===== config.mk =====
export PLATFORM = sky130hd
export DESIGN_NAME = serial_sad_engine
export DESIGN_NICKNAME = d
export VERILOG_FILES = /design/src/rtl/sad_pkg.sv /design/src/rtl/sad_absdiff.sv /design/src/rtl/sad_csa_acc.sv /design/src/rtl/sad_best_match.sv /design/src/rtl/serial_sad_engine.sv
export SDC_FILE = /design/constraint.sdc
export NUM_CORES = 1
export LEC_CHECK = 0
export BUFFER_PORTS_ARGS = -buffer_cell sky130_fd_sc_hd__buf_2
export CELL_PAD_IN_SITES_DETAIL_PLACEMENT = 1
export CELL_PAD_IN_SITES_GLOBAL_PLACEMENT = 1
export CORE_MARGIN = 1
export CORE_UTILIZATION = 43
export CTS_CLUSTER_SIZE = 30
export DETAILED_ROUTE_END_ITERATION = 12
export HOLD_SLACK_MARGIN = 0.06
export PLACE_DENSITY = 0.81
export SLEW_MARGIN = 40
export SYNTH_ARGS = -nofsm -noshare
export SYNTH_HDL_FRONTEND = slang
export SYNTH_SLANG_ARGS = --single-unit

===== constraint.sdc =====
create_clock -name clk -period 4.9 [get_ports clk]
set_input_delay 0 -clock clk [delete_from_list [all_inputs] [get_ports clk]]
set_output_delay 0 -clock clk [all_outputs]
set_load 0.01 [all_outputs]

===== src/rtl/sad_pkg.sv =====
// Package: shared types of the serial SAD engine.
// Assumes: nothing; holds the controller state encoding only.
package sad_pkg;
    typedef enum logic [1:0] {
        ST_IDLE   = 2'd0,
        ST_ACCUM  = 2'd1,
        ST_FINISH = 2'd2
    } sad_state_e;
endpackage


===== src/rtl/sad_absdiff.sv =====
// Module: absolute difference of two unsigned pixels, with operand isolation.
// Assumes: both pixels are unsigned; when en is low the output is forced to
// zero so the downstream adder sees no switching.
module sad_absdiff #(
    parameter int PIX_W = 8
) (
    input  logic             en,
    input  logic [PIX_W-1:0] a,
    input  logic [PIX_W-1:0] b,
    output logic [PIX_W-1:0] d
);
    // Purpose: pick the non-negative difference, or zero when disabled.
    always_comb begin
        if (!en)
            d = '0;
        else if (a >= b)
            d = a - b;
        else
            d = b - a;
    end
endmodule


===== src/rtl/sad_csa_acc.sv =====
// Module: carry-save accumulator for the running distortion total.
// Assumes: clr and en are never high together; the full total fits in ACC_W
// bits, so the carry leaving the top bit is always zero and is dropped.
module sad_csa_acc #(
    parameter int PIX_W = 8,
    parameter int ACC_W = 16
) (
    input  logic             clk,
    input  logic             rst_n,
    input  logic             clr,
    input  logic             en,
    input  logic [PIX_W-1:0] din,
    output logic [ACC_W-1:0] total
);
    localparam int PAD_W = ACC_W - PIX_W;

    logic [ACC_W-1:0] s_q;
    logic [ACC_W-1:0] c_q;
    logic [ACC_W-1:0] d_ext;

    assign d_ext = {{PAD_W{1'b0}}, din};

    // Purpose: 3:2 compression of sum, carry and new term; no carry ripple.
    always_ff @(posedge clk) begin
        if (!rst_n || clr) begin
            s_q <= '0;
            c_q <= '0;
        end else if (en) begin
            s_q <= s_q ^ c_q ^ d_ext;
            c_q <= {(s_q[ACC_W-2:0] & c_q[ACC_W-2:0]) |
                    (s_q[ACC_W-2:0] & d_ext[ACC_W-2:0]) |
                    (c_q[ACC_W-2:0] & d_ext[ACC_W-2:0]), 1'b0};
        end
    end

    // Purpose: resolve the redundant pair; this adder sits outside the loop.
    always_comb total = s_q + c_q;


    acc_monotone_chk: assert property (@(posedge clk) disable iff (!rst_n)
        (en && !clr) |=> (total >= $past(total)));
endmodule


===== src/rtl/sad_best_match.sv =====
// Module: best-total store and zero-latency greater-or-equal detector.
// Assumes: upd is raised only for a total below the stored best and never
// together with clear_best.
module sad_best_match #(
    parameter int ACC_W = 16,
    parameter int MV_W  = 16
) (
    input  logic             clk,
    input  logic             rst_n,
    input  logic             clear_best,
    input  logic [ACC_W-1:0] partial,
    input  logic             upd,
    input  logic [MV_W-1:0]  upd_mv,
    output logic             ge,
    output logic [ACC_W-1:0] best_sad,
    output logic [MV_W-1:0]  best_mv
);
    // Purpose: combinational compare of the running total with the best.
    always_comb ge = (partial >= best_sad);

    // Purpose: hold the winning total and vector; clear at each macroblock.
    always_ff @(posedge clk) begin
        if (!rst_n || clear_best) begin
            best_sad <= '1;
            best_mv  <= '0;
        end else if (upd) begin
            best_sad <= partial;
            best_mv  <= upd_mv;
        end
    end


    best_never_rises_chk: assert property (@(posedge clk) disable iff (!rst_n)
        !clear_best |=> (best_sad <= $past(best_sad)));


    upd_lower_chk: assert property (@(posedge clk) disable iff (!rst_n)
        upd |-> (partial < best_sad));
endmodule


===== src/rtl/serial_sad_engine.sv =====
// Module: serial SAD engine top; one pixel pair per clock, early abort.
// Assumes: start and clear_best come only while idle and not together; a
// candidate is ROWS rows of ROW_PIX pixels, presented under pix_valid.
module serial_sad_engine #(
    parameter int PIX_W   = 8,
    parameter int ROW_PIX = 16,
    parameter int ROWS    = 16,
    parameter int MV_W    = 16
) (
    input  logic                                        clk,
    input  logic                                        rst_n,
    input  logic                                        clear_best,
    input  logic                                        start,
    input  logic [MV_W-1:0]                             cand_mv,
    input  logic                                        pix_valid,
    input  logic [PIX_W-1:0]                            cur_pix,
    input  logic [PIX_W-1:0]                            ref_pix,
    output logic                                        busy,
    output logic                                        done,
    output logic                                        aborted,
    output logic [PIX_W+$clog2(ROW_PIX*ROWS)-1:0]       cand_sad,
    output logic [PIX_W+$clog2(ROW_PIX*ROWS)-1:0]       best_sad,
    output logic [MV_W-1:0]                             best_mv
);
    import sad_pkg::*;

    localparam int PAIRS = ROW_PIX * ROWS;
    localparam int CNT_W = $clog2(PAIRS);
    localparam int ACC_W = PIX_W + CNT_W;
    localparam int COL_W = $clog2(ROW_PIX);
    localparam int ROW_W = $clog2(ROWS);

    sad_state_e        state;
    logic [COL_W-1:0]  col_q;
    logic [ROW_W-1:0]  row_q;
    logic [MV_W-1:0]   mv_q;
    logic              ge;
    logic              acc_en;
    logic              acc_clr;
    logic              upd;
    logic              last_pair;
    logic [PIX_W-1:0]  diff;
    logic [ACC_W-1:0]  total;

    // Purpose: decode the enables of the arithmetic from the controller.
    always_comb begin
        acc_en    = (state == ST_ACCUM) && pix_valid && !ge;
        acc_clr   = (state == ST_IDLE) && start;
        upd       = (state == ST_FINISH) && !ge;
        last_pair = (col_q == COL_W'(ROW_PIX - 1)) && (row_q == ROW_W'(ROWS - 1));
        busy      = (state != ST_IDLE);
    end

    sad_absdiff #(.PIX_W(PIX_W)) i_absdiff (
        .en (acc_en),
        .a  (cur_pix),
        .b  (ref_pix),
        .d  (diff)
    );

    sad_csa_acc #(.PIX_W(PIX_W), .ACC_W(ACC_W)) i_acc (
        .clk   (clk),
        .rst_n (rst_n),
        .clr   (acc_clr),
        .en    (acc_en),
        .din   (diff),
        .total (total)
    );

    sad_best_match #(.ACC_W(ACC_W), .MV_W(MV_W)) i_best (
        .clk        (clk),
        .rst_n      (rst_n),
        .clear_best (clear_best),
        .partial    (total),
        .upd        (upd),
        .upd_mv     (mv_q),
        .ge         (ge),
        .best_sad   (best_sad),
        .best_mv    (best_mv)
    );

    // Purpose: sequence a candidate through accumulate, abort or finish.
    always_ff @(posedge clk) begin
        if (!rst_n) begin
            state    <= ST_IDLE;
            col_q    <= '0;
            row_q    <= '0;
            mv_q     <= '0;
            done     <= 1'b0;
            aborted  <= 1'b0;
            cand_sad <= '0;
        end else begin
            done <= 1'b0;
            case (state)
                ST_IDLE: begin
                    if (start) begin
                        state   <= ST_ACCUM;
                        mv_q    <= cand_mv;
                        col_q   <= '0;
                        row_q   <= '0;
                        aborted <= 1'b0;
                    end
                end
                ST_ACCUM: begin
                    if (ge) begin
                        state    <= ST_IDLE;
                        done     <= 1'b1;
                        aborted  <= 1'b1;
                        cand_sad <= total;
                    end else if (pix_valid) begin
                        if (last_pair) begin
                            state <= ST_FINISH;
                        end else if (col_q == COL_W'(ROW_PIX - 1)) begin
                            col_q <= '0;
                            row_q <= row_q + 1'b1;
                        end else begin
                            col_q <= col_q + 1'b1;
                        end
                    end
                end
                ST_FINISH: begin
                    state    <= ST_IDLE;
                    done     <= 1'b1;
                    cand_sad <= total;
                    aborted  <= ge;
                end
                default: state <= ST_IDLE;
            endcase
        end
    end


    done_pulse_chk: assert property (@(posedge clk) disable iff (!rst_n)
        done |=> !done);


    abort_stop_chk: assert property (@(posedge clk) disable iff (!rst_n)
        (state == ST_ACCUM && ge) |=> (done && aborted && !busy));


    win_update_chk: assert property (@(posedge clk) disable iff (!rst_n)
        (done && !aborted) |-> (best_sad == cand_sad));


    loss_keep_chk: assert property (@(posedge clk) disable iff (!rst_n)
        (done && aborted && !$past(clear_best)) |-> ($stable(best_sad) && $stable(best_mv)));
endmodule


# Word-level counts from Yosys, hierarchy flattened

Cells that the tools add are included.

Bits in registers: 107
Input port bits: 37

Eq/ne operators: 12
Muxes and demuxes: 25
Bitwise gates (word level): 7
Order comparisons: 2
Add/subtract/negate cells: 5
Reductions and logical operators: 20

Operators by type and width:

| kind                | number |
|---|---|
| $mux 4              | 9 |
| $pmux 16 s2         | 1 |
| $and 15x8->15       | 2 |
| $or 15x15->15       | 2 |
| $add 16x16->16      | 1 |
| $ge 16x16->1        | 1 |
| $mux 16             | 1 |
| $mux 8              | 2 |
| $pmux 4 s2          | 2 |
| $sub 8x8->8         | 2 |
| $xor 16x16->16      | 1 |
| $xor 16x8->16       | 1 |
| $and 15x15->15      | 1 |
| $ne 2x2->1 const B  | 5 |
| $add 4x1->4 const B | 2 |
| $eq 4x4->1 const B  | 2 |
| $ge 8x8->1          | 1 |
| $mux 2              | 4 |
| $ne 3x3->1 const B  | 2 |
| $reduce_and 3->1    | 2 |
| $reduce_and 6->1    | 1 |
| $reduce_bool 2->1   | 3 |
| $logic_and 1x1->1   | 5 |
| $reduce_and 5->1    | 1 |
| other kinds (12)    | 17 |

# Depth between registers and ports, before layout

Word-level depth: 8
Gate-level depth with buffers: 20
Mapped depth without buffers: 19

# Modules after synthesis

From an unflattened synthesis, not the netlist that was laid out.

Cell total of the unflattened synthesis: 674
Area, all modules: 5957.0 um^2

Modules (own cells, without submodules):

| module            | area an instance (um^2) | cells an instance | instances |
|---|---|---|---|
| sad_csa_acc       | 1831.8                  | 183               | 1 |
| serial_sad_engine | 1789.2                  | 224               | 1 |
| sad_best_match    | 1500.2                  | 162               | 1 |
| sad_absdiff       | 835.8                   | 105               | 1 |

# Worst setup path before layout

No wires, ideal clock.

Path kind: register -> register
Start point: register i_acc.c_q[1]
End point: register i_acc.s_q[2]
Required time: 4.814 ns
Path slack: 0.932 ns
Arrival: 3.882 ns
Path buffers: 2
Clock period less this slack: 3.968 ns
Cell stages (with the launch flop): 19
Setup time: 0.086 ns
Path through: dfxtp_1 ha_1 inv_1 fa_1 nor2b_1 o31a_1 a41oi_1 o31ai_1 xnor2_1 ha_1 a21oi_1 o21a_1 o211a_1 o211a_1 clkbuf_1 clkbuf_1 nand2_1 fa_1 a211oi_1

Word-level cells in the longest chain between the ends: 6

RTL lines:

| item                     | line                    | source |
|---|---|---|
| start: declaration       | sad_csa_acc.sv:18       | `logic [ACC_W-1:0] c_q;` |
| start signal: assignment | sad_csa_acc.sv:30       | `c_q <= {(s_q[ACC_W-2:0] & c_q[ACC_W-2:0]) \|` |
| $add 16x16->16 (*)       | sad_csa_acc.sv:37       | `always_comb total = s_q + c_q;` |
| via i_acc.total[15]      | sad_csa_acc.sv:13       | `output logic [ACC_W-1:0] total` |
| $ge 16x16->1 (*)         | sad_best_match.sv:19    | `always_comb ge = (partial >= best_sad);` |
| $logic_not 1->1 (*)      | serial_sad_engine.sv:47 | `acc_en = (state == ST_ACCUM) && pix_valid && !ge;` |
| $logic_and 1x1->1 (*)    | serial_sad_engine.sv:47 |  |
| $mux 8                   | sad_absdiff.sv:14       | `if (!en)` |
| $xor 16x8->16            | sad_csa_acc.sv:29       | `s_q <= s_q ^ c_q ^ d_ext;` |
| end signal: assignment   | sad_csa_acc.sv:29       |  |
| end: declaration         | sad_csa_acc.sv:17       | `logic [ACC_W-1:0] s_q;` |

The timed path passes the listed nets; every way through them passes the cells marked *.
A chain may end at the register's enable or synchronous reset.

# Worst setup path in the final report

Start point: register i_acc.c_q[1]
End point: register i_acc.s_q[7]

The elaborated chain is that of the path after synthesis.

==> run_results.csv <==
group,metric,value,unit
power_and_ir_drop,power,0.00188,W
clock_network,cts_tree,"built",
logic_synthesis,ys.flop_type,"dfxtp_1",
setup_path,crit_type,"register to register",
run,maxCapViolCount,0,
setup_path,path_cells,"ha_1 -> inv_1 -> fa_1 -> nor2b_1 -> o31a_1 -> a41oi_1 -> o21ai_0 -> xnor2_1 -> inv_1 -> ha_1 -> nand4_1 -> a211oi_1 -> o21ai_1 -> o211a_2 -> buf_4 -> nand2_1 -> fa_1 -> a211oi_1",
global_routing,grt-busiest-layer,"met2",
floorplanning,num_rows,42,
sta,finalCritPeriodShare,91.8,%
sta,drv_slew,0,
drt,drt_first_pass_iters,4,
power_and_ir_drop,powerDensity,270,mW/mm2
floorplanning,start_util,44.4,%
sta,rsz0062_at_grt,"no",
setup_path,crit_arrival,4.76,ns
layout,final_cells,972,
logic_synthesis,yosys.cell_types.count,49,
drt,via_per_inst,5.40,
layout,finalNetCount,890,
logic_synthesis,synthTopCellsByArea,"dfxtp_1 36%, ha_1 11%, mux2i_1 7.3%",
layout,n_antenna_cell,0,
logic_synthesis,syn_nets,800,
sta,finalHoldViolCount,0,
logic_synthesis,synth_most_common_cell,"dfxtp_1",
clock_network,clock_sinks,107,
power_and_ir_drop,power.leakage,3.33,nW
drt,antenna_left,0,
clock_network,cts_made_buffers,9,
sta,tns,0,ns
clock_network,clockRootBuffer,"clkbuf_16",
logic_synthesis,synth_edf_count,0,
place,portBuffers,87,
setup_path,cpMaxStageDelayCell,"fa_1",
floorplanning,io_pins,88,
outcome,status,"complete, no violations",
logic_synthesis,synthArstFlopShare,0,%
logic_synthesis,yosysSeqAreaShare,36.3,%
global_routing,grt_pass1_wl,27000,um
logic_synthesis,synth_seq_cells,107,
floorplanning,coreArea,0.0133,mm2
logic_synthesis,netlist_instances,701,
global_routing,first_global_vias,5606,
logic_synthesis,synth_commonest_cells,"107 x dfxtp_1, 102 x nand2_1, 67 x nor2_1",
floorplanning,fp.dieArea,0.0142,mm2
hold_path,min_path_type,"primary input to register",
sta,fmax,222,MHz
global_routing,grt-ovfl-total,0,
floorplanning,die_w,119,um
logic_synthesis,syn_area,0.00591,mm2
clock_network,htreeDepth,3,
global_routing,grt_start_max_net_pins,32,
global_routing,use_met3,3.59,%
sta,hold_ws,0.138,ns
drt,drc_errors,0,
setup_path,crit_path_end_kind,"register",
drt,vias,5244,
global_routing,grtUsageTotal,24.1,%
setup_path,crit_path_start_kind,"register",
place,dpl.cell_count,938,
logic_synthesis,synth_area_per_cell,8.43,um2
clock_network,worstSkewPairLatency,0.36,ns
setup_path,required,5.16,ns
sta,clock_skew,0.00638,ns
sta,period_needed,4.50,ns
global_routing,gr-usage-met2,45.1,%
global_routing,antenna_found_initial,0,
setup_path,path_max_fanout,12,
power_and_ir_drop,ir_worst_vdd,0.000158,V
layout,area_growth,18.0,%
place,post-dp-hpwl,12100,um
layout,drive_above_1_share,15.5,%
drt,wire_per_inst,16.8,um
logic_synthesis,ys_warn_count,0,
sta,tightest_slew,0.703,ns
logic_synthesis,synth_top_area_share,36.3,%
clock_network,clk_path_buf_depth,2,
drt,drtIter0Drc,208,
logic_synthesis,yosysTopAreaCell,"dfxtp_1",
setup_path,cpPeakStageDelay,0.42,ns
global_routing,use_met1,27.6,%
drt,drt-total-wl,16300,um
floorplanning,die_h,119,um
clock_network,clkTransAtPathRegs,0.07,ns
place,place_congestion,0.915,
sta,slew_headroom,52.8,%
sta,setup_violations,0,
logic make-up after synthesis:
kind of cell	Yosys count	share of synthesized area, %
mux	44	7.48
compound gates	153	16.5
buf+inv	94	6.40
xor+xnor	20	2.97
flops	107	36.3
simple gates	221	16.0
fa+ha+maj	62	14.4
final timing paths:
path,slack (ns),end,cells after the start,from
max,0.40,i_acc.s_q[7]$_SDFFE_PP0P_,18,i_acc.c_q[1]$_SDFFE_PP0P_
min,0.14,state[0]$_SDFFE_PN0P_,3,rst_n
max reg2reg,0.40,i_acc.s_q[7]$_SDFFE_PP0P_,18,i_acc.c_q[1]$_SDFFE_PP0P_
min reg2reg,0.46,mv_q[13]$_SDFFE_PN0P_,2,mv_q[13]$_SDFFE_PN0P_
worst max-delay path: cells and delay by family (launching register included):
family	cells	cell delay, ns
DFF	1	0.38
adders and majority gates	4	1.32
buffers and inverters	3	0.34
and+or+nand+nor	3	0.41
AOI/OAI and AO/OA	7	1.73
xor gates and xnor gates	1	0.22
what timing repair did:
action	CTS	global route
hold buffers	18	0
gates resized for setup	0	1
setup buffers	0	0
endpoints found under the hold margin	30	0
setup endpoints to repair	0	1
cells in the final DEF (no fill, tap or decap), types with 3 or more instances in the layout:
| master | count |
|---|---|
| nand2_1 | 100 |
| mux2i_1 | 43 |
| o211ai_1 | 5 |
| buf_2 | 87 |
| xnor2_1 | 11 |
| o21a_1 | 8 |
| o21ai_1 | 3 |
| a21boi_0 | 11 |
| nand4_1 | 9 |
| buf_4 | 8 |
| a21o_1 | 9 |
| a31oi_1 | 6 |
| nor2b_1 | 8 |
| xor2_1 | 9 |
| dlygate4sd3_1 | 18 |
| fa_1 | 10 |
| a211oi_1 | 18 |
| nor3_1 | 3 |
| nand3_1 | 17 |
| dfxtp_1 | 107 |
| ha_1 | 52 |
| o22ai_1 | 3 |
| a21oi_1 | 52 |
| inv_1 | 58 |
| nor2_1 | 67 |
| clkbuf_16 | 9 |
| nand2_2 | 3 |
| o21ai_0 | 22 |
area by class of cell:
class                   instances  area, um2
fillers                      1601       6320
inverters                      59        221
clock inverters                 6       65.1
multi-input cells             500       3400
repair buffers                114        696
clock buffers                  10        229
flip-flops and latches        107       2140
well taps                     176        220
registers in the layout (all words and copies together), names as in the netlist:
signal / cells
i_acc.s_q: 16
state: 2
aborted: 1
done: 1
col_q: 4
i_acc.c_q: 15
i_best.best_sad: 16
mv_q: 16
i_best.best_mv: 16
row_q: 4
cand_sad: 16
metrics by stage:
stage               setup slack [ns]  utilization, %  area (um2)
floorplan                      0.932               -        5910
global placement               0.677            48.8        6490
detailed placement             0.439            48.9        6500
CTS                            0.370            52.4        6970
global route                  0.0652            52.4        6970
finish                         0.402            52.4        6970
power by group:
group	internal [W]	switching, W	total, W
clock network	0.000398	0.000331	0.000729
logic	0.000101	0.000158	0.000259
registers	0.000886	0.0000108	0.000897
total	0.00139	0.000500	0.00188
routing by layer:
layer | vias to the layer above | share of wire (%) | wire, um
met5 | - | 0 | 0
li1 | 2558 | - | -
met3 | 23 | 3.1 | 501
met4 | 0 | 1.9 | 310
met1 | 2583 | 42 | 6880
met2 | 80 | 53 | 8590
No activity file was read; power rests on OpenSTA's default activity.
